### config.mk
export PLATFORM = sky130hd
export DESIGN_NAME = tmr_irq_flagctl
export DESIGN_NICKNAME = d
export VERILOG_FILES = /design/src/rtl/tifc_pkg.sv /design/src/rtl/tifc_flag_bank.sv /design/src/rtl/tifc_prio_enc.sv /design/src/rtl/tifc_dma_req.sv /design/src/rtl/tmr_irq_flagctl.sv
export SDC_FILE = /design/constraint.sdc
export NUM_CORES = 1
export LEC_CHECK = 0
export ABC_AREA = 1
export CAP_MARGIN = 20
export CELL_PAD_IN_SITES_DETAIL_PLACEMENT = 2
export CELL_PAD_IN_SITES_GLOBAL_PLACEMENT = 2
export CORE_ASPECT_RATIO = 0.75
export CORE_MARGIN = 5
export CORE_UTILIZATION = 24
export CTS_CLUSTER_DIAMETER = 40
export DETAILED_ROUTE_END_ITERATION = 12
export PLACE_DENSITY = 0.87
export SYNTH_ARGS = -nofsm -noshare
export SYNTH_HDL_FRONTEND = slang
export SYNTH_SLANG_ARGS = --single-unit
### constraint.sdc
create_clock -name clk -period 0.8 [get_ports clk]
set_input_delay 0.08 -clock clk [delete_from_list [all_inputs] [get_ports clk]]
set_output_delay 0.08 -clock clk [all_outputs]
set_load 0.005 [all_outputs]
### src/rtl/tifc_pkg.sv
package tifc_pkg;
  localparam int unsigned REG_W = 8;
  localparam int unsigned DMA_EN_BIT = 7;

  // lowest set bit index of an 8-bit vector, 0 when empty
  function automatic logic [2:0] first_set(input logic [7:0] v);
    logic [2:0] idx;
    idx = 3'd0;
    for (int i = 7; i >= 0; i--) begin
      if (v[i]) idx = 3'(i);
    end
    return idx;
  endfunction
endpackage

### src/rtl/tifc_flag_bank.sv
module tifc_flag_bank #(
  parameter int unsigned NSRC = 7
) (
  input  logic            clk,
  input  logic            rst_n,
  input  logic [NSRC-1:0] evt,
  input  logic            rd_stat,
  input  logic            wr_stat,
  input  logic [NSRC-1:0] wdata,
  input  logic [NSRC-1:0] ext_clr,
  output logic [NSRC-1:0] flag_q,
  output logic [NSRC-1:0] clr_hit
);
  logic [NSRC-1:0] arm_q, arm_d, flag_d, clr_sw;

  always_comb begin
    clr_sw  = wr_stat ? (~wdata & arm_q) : '0;
    clr_hit = clr_sw | ext_clr;
    flag_d  = (flag_q & ~clr_hit) | evt;
    arm_d   = arm_q;
    if (rd_stat) arm_d = arm_d | flag_q;
    if (wr_stat) arm_d = arm_d & wdata;
    arm_d   = arm_d & flag_d;
  end

  always_ff @(posedge clk or negedge rst_n) begin
    if (!rst_n) begin
      flag_q <= '0;
      arm_q  <= '0;
    end else begin
      flag_q <= flag_d;
      arm_q  <= arm_d;
    end
  end

  for (genvar i = 0; i < NSRC; i++) begin : g_chk
    // an event always leaves its flag set
    a_r6_evt_wins: assert property (@(posedge clk) disable iff (!rst_n)
      evt[i] |=> flag_q[i]);
    // a flag only drops after an armed zero-write or an acknowledge
    a_r5_sticky: assert property (@(posedge clk) disable iff (!rst_n)
      (flag_q[i] && !clr_hit[i]) |=> flag_q[i]);
  end
endmodule

### src/rtl/tifc_prio_enc.sv
module tifc_prio_enc #(
  parameter int unsigned NSRC = 7,
  parameter int unsigned IW   = 3
) (
  input  logic            clk,
  input  logic            rst_n,
  input  logic [NSRC-1:0] flag,
  input  logic [NSRC-1:0] en,
  output logic            valid,
  output logic [IW-1:0]   src
);
  import tifc_pkg::*;
  logic [NSRC-1:0] active;
  logic [2:0]      win;

  always_comb begin
    active = flag & en;
    win    = first_set(8'(active));
    valid  = |active;
    src    = IW'(win);
  end

  // the reported source is a live request
  a_r4_src_live: assert property (@(posedge clk) disable iff (!rst_n)
    valid |-> (flag[src] && en[src]));
  // no higher-priority request is being skipped
  a_r4_no_higher: assert property (@(posedge clk) disable iff (!rst_n)
    valid |-> ((flag & en & NSRC'((1 << src) - 1)) == '0));
  // no request is reported while nothing is enabled and set
  a_r3_quiet: assert property (@(posedge clk) disable iff (!rst_n)
    ((flag & en) == '0) |-> !valid);
endmodule

### src/rtl/tifc_dma_req.sv
module tifc_dma_req (
  input  logic clk,
  input  logic rst_n,
  input  logic evt_a,
  input  logic flag_a,
  input  logic dma_en,
  output logic dreq_q
);
  always_ff @(posedge clk or negedge rst_n) begin
    if (!rst_n) dreq_q <= 1'b0;
    else        dreq_q <= evt_a & ~flag_a & dma_en;
  end

  // a request is never longer than one cycle
  a_r8_one_cycle: assert property (@(posedge clk) disable iff (!rst_n)
    dreq_q |=> !dreq_q);
  // a request only accompanies a freshly set flag A
  a_r8_from_a: assert property (@(posedge clk) disable iff (!rst_n)
    dreq_q |-> flag_a);
endmodule

### src/rtl/tmr_irq_flagctl.sv
module tmr_irq_flagctl #(
  parameter bit SEVEN_SRC = 1'b1,
  localparam int unsigned NSRC = SEVEN_SRC ? 7 : 4,
  localparam int unsigned IW   = $clog2(NSRC)
) (
  input  logic          clk,
  input  logic          rst_n,
  input  logic [5:0]    ev_cmp,
  input  logic          ev_ovf,
  input  logic          ev_unf,
  input  logic          reg_sel,
  input  logic          reg_rd,
  input  logic          reg_wr,
  input  logic [7:0]    reg_wdata,
  output logic [7:0]    reg_rdata,
  input  logic          dma_ack,
  output logic          irq_valid,
  output logic [IW-1:0] irq_src,
  output logic          dma_req
);
  import tifc_pkg::*;

  logic [NSRC-1:0] evt_slot, flag_q, en_q, clr_hit, ext_clr;
  logic            dma_en_q;
  logic            rd_stat, wr_stat, wr_en;

  // slot map: index order is priority order
  if (SEVEN_SRC) begin : g_seven
    assign evt_slot = {ev_cmp[5], ev_cmp[4], ev_ovf, ev_cmp[3:0]};
  end else begin : g_four
    assign evt_slot = {ev_unf, ev_ovf, ev_cmp[1:0]};
  end

  assign rd_stat = reg_rd & ~reg_sel;
  assign wr_stat = reg_wr & ~reg_sel;
  assign wr_en   = reg_wr & reg_sel;
  assign ext_clr = NSRC'(dma_ack);

  tifc_flag_bank #(.NSRC(NSRC)) u_flags (
    .clk(clk), .rst_n(rst_n), .evt(evt_slot),
    .rd_stat(rd_stat), .wr_stat(wr_stat), .wdata(reg_wdata[NSRC-1:0]),
    .ext_clr(ext_clr), .flag_q(flag_q), .clr_hit(clr_hit)
  );

  always_ff @(posedge clk or negedge rst_n) begin
    if (!rst_n) begin
      en_q     <= '0;
      dma_en_q <= 1'b0;
    end else if (wr_en) begin
      en_q     <= reg_wdata[NSRC-1:0];
      dma_en_q <= reg_wdata[DMA_EN_BIT];
    end
  end

  always_comb begin
    reg_rdata = '0;
    if (reg_sel) begin
      reg_rdata[NSRC-1:0]   = en_q;
      reg_rdata[DMA_EN_BIT] = dma_en_q;
    end else begin
      reg_rdata[NSRC-1:0]   = flag_q;
    end
  end

  tifc_prio_enc #(.NSRC(NSRC), .IW(IW)) u_enc (
    .clk(clk), .rst_n(rst_n), .flag(flag_q), .en(en_q),
    .valid(irq_valid), .src(irq_src)
  );

  tifc_dma_req u_dma (
    .clk(clk), .rst_n(rst_n), .evt_a(evt_slot[0]), .flag_a(flag_q[0]),
    .dma_en(dma_en_q), .dreq_q(dma_req)
  );

  // an enable write alone leaves the flags untouched
  a_r7_en_write_no_flag: assert property (@(posedge clk) disable iff (!rst_n)
    (wr_en && evt_slot == '0 && !dma_ack) |=> $stable(flag_q));
  // acknowledge without a new event drops flag A
  a_r9_ack_clears: assert property (@(posedge clk) disable iff (!rst_n)
    (dma_ack && !evt_slot[0]) |=> !flag_q[0]);
  // a status write of all ones never clears anything
  a_r5_wr1_no_clear: assert property (@(posedge clk) disable iff (!rst_n)
    (wr_stat && (&reg_wdata[NSRC-1:0]) && !dma_ack) |-> (clr_hit == '0));
endmodule

After elaboration in Yosys (flattened, before gate mapping)
Index checks and enable logic that the tools add are counted.
{ "classes": {"n_mux": 12, "n_bitwise": 17, "n_reduce_logical": 1} }
{ "ops": {"columns": ["op", "count"], "rows": [
  ["$and A7 B7 Y7", 5],
  ["$mux W7", 4],
  ["$mux W3", 7],
  ["$not A7 Y7", 2],
  ["$or A7 B7 Y7", 2],
  ["$or A7 B1 Y7", 1],
  ["$reduce_or A7 Y1", 1],
  ["$and A1 B1 Y1", 5],
  ["$not A1 Y1", 2],
  ["$mux W1", 1]
]} }
{ "totals": {"regBits": 23, "input_bits": 22, "output_inout_bits": 13, "elab_cells": 35} }

Logic depth before layout (Yosys ltp)
{ "logic_depth": {"depth_word": 8, "depth_mapped": 6, "mapped_depth_nobuf": 6} }

Cells and area by module
A second synthesis with hierarchy kept.
{ "unflattened": {"hier_cells": 191, "area_unflattened_um2": 1507.7} }
{ "by_module_without_submodules": {"columns": ["module", "instances", "cells_each", "area_per_inst_um2", "seq_area_each_um2"], "rows": [
  ["tifc_flag_bank", 1, 100, 828.3, 350.3],
  ["tmr_irq_flagctl", 1, 65, 530.5, 200.2],
  ["tifc_prio_enc", 1, 23, 113.9, 0.0],
  ["tifc_dma_req", 1, 3, 35.0, 25.0]
]} }

Least setup slack after synthesis
Ideal clock, no wire load.
{ "synth_timing": {"path_kind": "register -> output", "from": "reg u_flags.flag_q[5]", "to": "out irq_src[0]", "arrival_time_ns": 0.743, "required_time_ns": 0.720, "slack_ns": -0.023, "path_stages_with_launch": 7, "path_buffers": 0, "cell_sequence": "dfrtp_1 > nand2_1 > inv_1 > nand2_1 > nand2_1 > nand2_1 > a21oi_1"} }
{ "synth_between": {"elab_chain_len": 7} }
{ "synth_rtl": {"columns": ["item", "line", "source"], "rows": [
  ["start: declaration", "tifc_flag_bank.sv:11", "output logic [NSRC-1:0] flag_q,"],
  ["start signal: assignment", "tifc_flag_bank.sv:31", "flag_q <= flag_d;"],
  ["$and A7 B7 Y7", "tifc_prio_enc.sv:17", "active = flag & en;"],
  ["$mux W3 (6 in a row)", "tifc_pkg.sv:10", "if (v[i]) idx = 3'(i);"],
  ["end: declaration", "tmr_irq_flagctl.sv:18", "output logic [IW-1:0] irq_src,"]
]} }
Every way passes these cells.

Worst setup path in the final report
{ "layout_timing": {"from": "reg u_flags.flag_q[1]", "to": "out irq_src[2]"} }
{ "layout_between": {"elab_chain_len": 3} }
{ "layout_rtl": {"columns": ["item", "line"], "rows": [
  ["$and A7 B7 Y7", "tifc_prio_enc.sv:17"],
  ["$mux W3 (2 in a row)", "tifc_pkg.sv:10"]
]} }
Every way passes these cells.

==> impl_metrics.yaml <==
outcome:
  status: "finished with violations"
  violations: "setup timing"
final_layout:
  fin_cells: 306
  drive_above_1_share: 0.573
  areaGrowthSynthToFinish_pct: 76.3
  num_antenna_cells: 0
  final_util: 0.445
  finalNetCount: 257
clock_tree:
  clk_latency_ns: 0.27
  clockBufferDepth: 2
  tritoncts: "yes"
  clk_pin_slew_ns: 0.08
  cts-htree-levels: 1
  cts-root-buf: "clkbuf_8"
  cts-buffers-inserted: 3
  clock-sinks: 23
synthesis:
  netlist_area_mm2: 0.00126
  yosysUniqueCellTypes: 20
  synthTopCellsByArea: "dfrtp_1 46%, nand2_1 16%, inv_1 7.7%"
  synth_xor_area_frac: 0
  synth_edf_count: 0
  synth_area_leader_cell: "dfrtp_1"
  yosysMostFrequentCell: "nand2_1"
  muxShareOfSynthArea: 0.0119
  synthCells: 159
  synth_fa_ha_area_frac: 0
  synth-seq-cells: 23
  synth-simple-area-share: 0.262
  yosysWarnings: 0
  netlist.area_leader.share: 0.455
  synth_compound_area_frac: 0.153
  synth_top_family_by_area: "simple AND/OR/NAND/NOR gates"
  async_flop_share: 1.00
  synth_common_cells: "54 x nand2_1, 26 x inv_1, 23 x dfrtp_1"
  synth_fp_nets: 181
  syn_avg_cell_area_um2: 7.95
  ys_seq_area_frac: 0.455
  synth_ff_type: "dfrtp_1"
critical_path:
  critical_path_class: "flip-flop to output pin"
  reg2reg_depth: 7
  crit_path_max_fanout: 2
  crit_buf_inv: 2
  critical_path.top_delay_family: "flip-flops"
  critPathArrivalTime_ns: 1.29
  cp.depth: 5
  cp_common_cell: "nand2_4"
  crit_slowest_cell: "dfrtp_1"
  critical_path_required_ns: 0.72
  critPathCaptureType: "output pin"
  worstPathCellList: "buf_6 > nand2_4 > nand2_4 > nor3_4 > buf_2"
  crit_path_max_incr_delay_ns: 0.40
  start_kind: "flip-flop"
global_routing:
  grt_usage: 0.154
  grt_max_degree: 24
  grt_pass1_vias: 1480
  grt.overflow.total: 0
  grt_pass1_wl_um: 7960
  grt_antenna_before_repair: 0
sta:
  fin_skew_ns: 0.000882
  worst_slack_ns: -0.568
  worstMarginPinSlew_ns: 0.260
  rsz0062_at_grt: "true"
  period_needed_ns: 1.37
  hold_violations: 0
  relSlewSlack: 0.826
  setup_viol_count_final: 27
  max_freq_ghz: 0.731
  slew_violations: 0
  fin_crit_sh: 1.71
floorplanning:
  fp.coreArea_mm2: 0.00501
  die-area_mm2: 0.00683
  ios: 35
  fp-row-count: 22
  die_x_um: 93.8
  floorplan.initialDensity: 0.252
  die_h_um: 72.8
place:
  place_hpwl_um: 3270
  gp_congestion: 0.782
  io_buffer_count: 33
  dpl.cell_count: 289
route:
  vias_per_cell: 4.37
  vias: 1338
  first_iter_violations: 32
  dr.pass1.iters: 3
  wirelength_um: 5470
  wl_per_cell_um: 17.9
  drc: 0
  drtAntennaViolNets: 0
run:
  drv_cap: 0
pwr:
  ir_drop_mv: 0.662
  p_per_area_mw_per_mm2: 1580
  leakagePower_nw: 1.10
min_path:
  hold_path.class: "primary input to async pin"
## sequential cells by signal, indices dropped and copies added, names as in the netlist
register / cells
dma_en_q: 1
en_q: 7
u_dma.dreq_q: 1
u_flags.arm_q: 7
u_flags.flag_q: 7
## cells by family after synthesis
| kind of cell | after synthesis |
|---|---|
| AO/OA/AOI/OAI | 30 |
| flip-flops | 23 |
| multiplexers | 1 |
| AND/OR/NAND/NOR | 73 |
| buffers and inverters | 32 |
## cell type report
type | count | area, um^2
clock buffer | 4 | 45.0
multi-input combinational | 105 | 737
inverter | 28 | 115
tap | 72 | 90.1
sequential | 23 | 576
timing repair buffer | 74 | 666
fill | 588 | 2780
## routing by layer
layer  vias up  wire length (um)  track usage
met4         0                46       0.0337
met3         6               219       0.0392
met5         -                 0            0
met1       662              2230        0.175
li1        643                 -            -
met2        27              2980        0.291
## worst paths after layout
check | start | endpoint | slack [ns]
min in group clk | ev_cmp[1] | u_flags.arm_q[1] | 0.36
hold / removal | rst_n | u_dma.dreq_q | 0.15
setup reg to reg | u_flags.flag_q[0] | u_flags.arm_q[0] | -0.37
setup / recovery | u_flags.flag_q[1] | irq_src[2] | -0.57
hold reg to reg | u_flags.arm_q[1] | u_flags.arm_q[1] | 0.58
max in group asynchronous | rst_n | u_flags.arm_q[5] | 0.50
## layout by cell type (no fill, tap or decap), types with 3 or more instances in the layout
master	count
a21oi_2	9
buf_2	14
buf_4	18
buf_6	21
clkbuf_8	3
clkdlybuf4s50_1	18
dfrtp_1	23
inv_1	17
inv_2	7
inv_4	4
nand2_1	24
nand2_2	29
nand2_4	6
nand3_1	3
nand3_2	5
nor2_4	3
o21ai_1	5
o21ai_2	9
o21bai_1	7
## where the power goes
group / total [W] / switching [W] / internal (W)
Clock: 0.000766 / 0.000408 / 0.000358
Sequential: 0.00140 / 0.0000987 / 0.00130
Combinational: 0.00136 / 0.000689 / 0.000666
## timing repair
| action | in CTS | in global routing |
|---|---|---|
| cloned | 1 | 1 |
| hold buffers | 0 | 0 |
| endpoints found under the setup margin | 35 | 35 |
| hold endpoints to repair | 0 | 0 |
| buffers inserted | 11 | 14 |
| pin swaps | 20 | 24 |
| gates resized for setup | 110 | 46 |
## per-stage QoR
step | worst slack (ns) | hold slack, ns | power [W] | TNS (ns) | area, um^2
detailed placement | -0.752 | 0.451 | 0.00246 | -20.35 | 1890
floorplan | -0.0138 | -0.216 | 0.00187 | -0.0266 | 1280
global placement | -0.749 | 0.451 | 0.00239 | -18.92 | 1890
global route | -0.640 | 0.159 | 0.00372 | -9.01 | 2230
finish | -0.568 | 0.153 | 0.00352 | -7.70 | 2230
CTS | -0.553 | 0.161 | 0.00332 | -6.65 | 2060
Note: power is estimated with default switching activity, not from simulation.
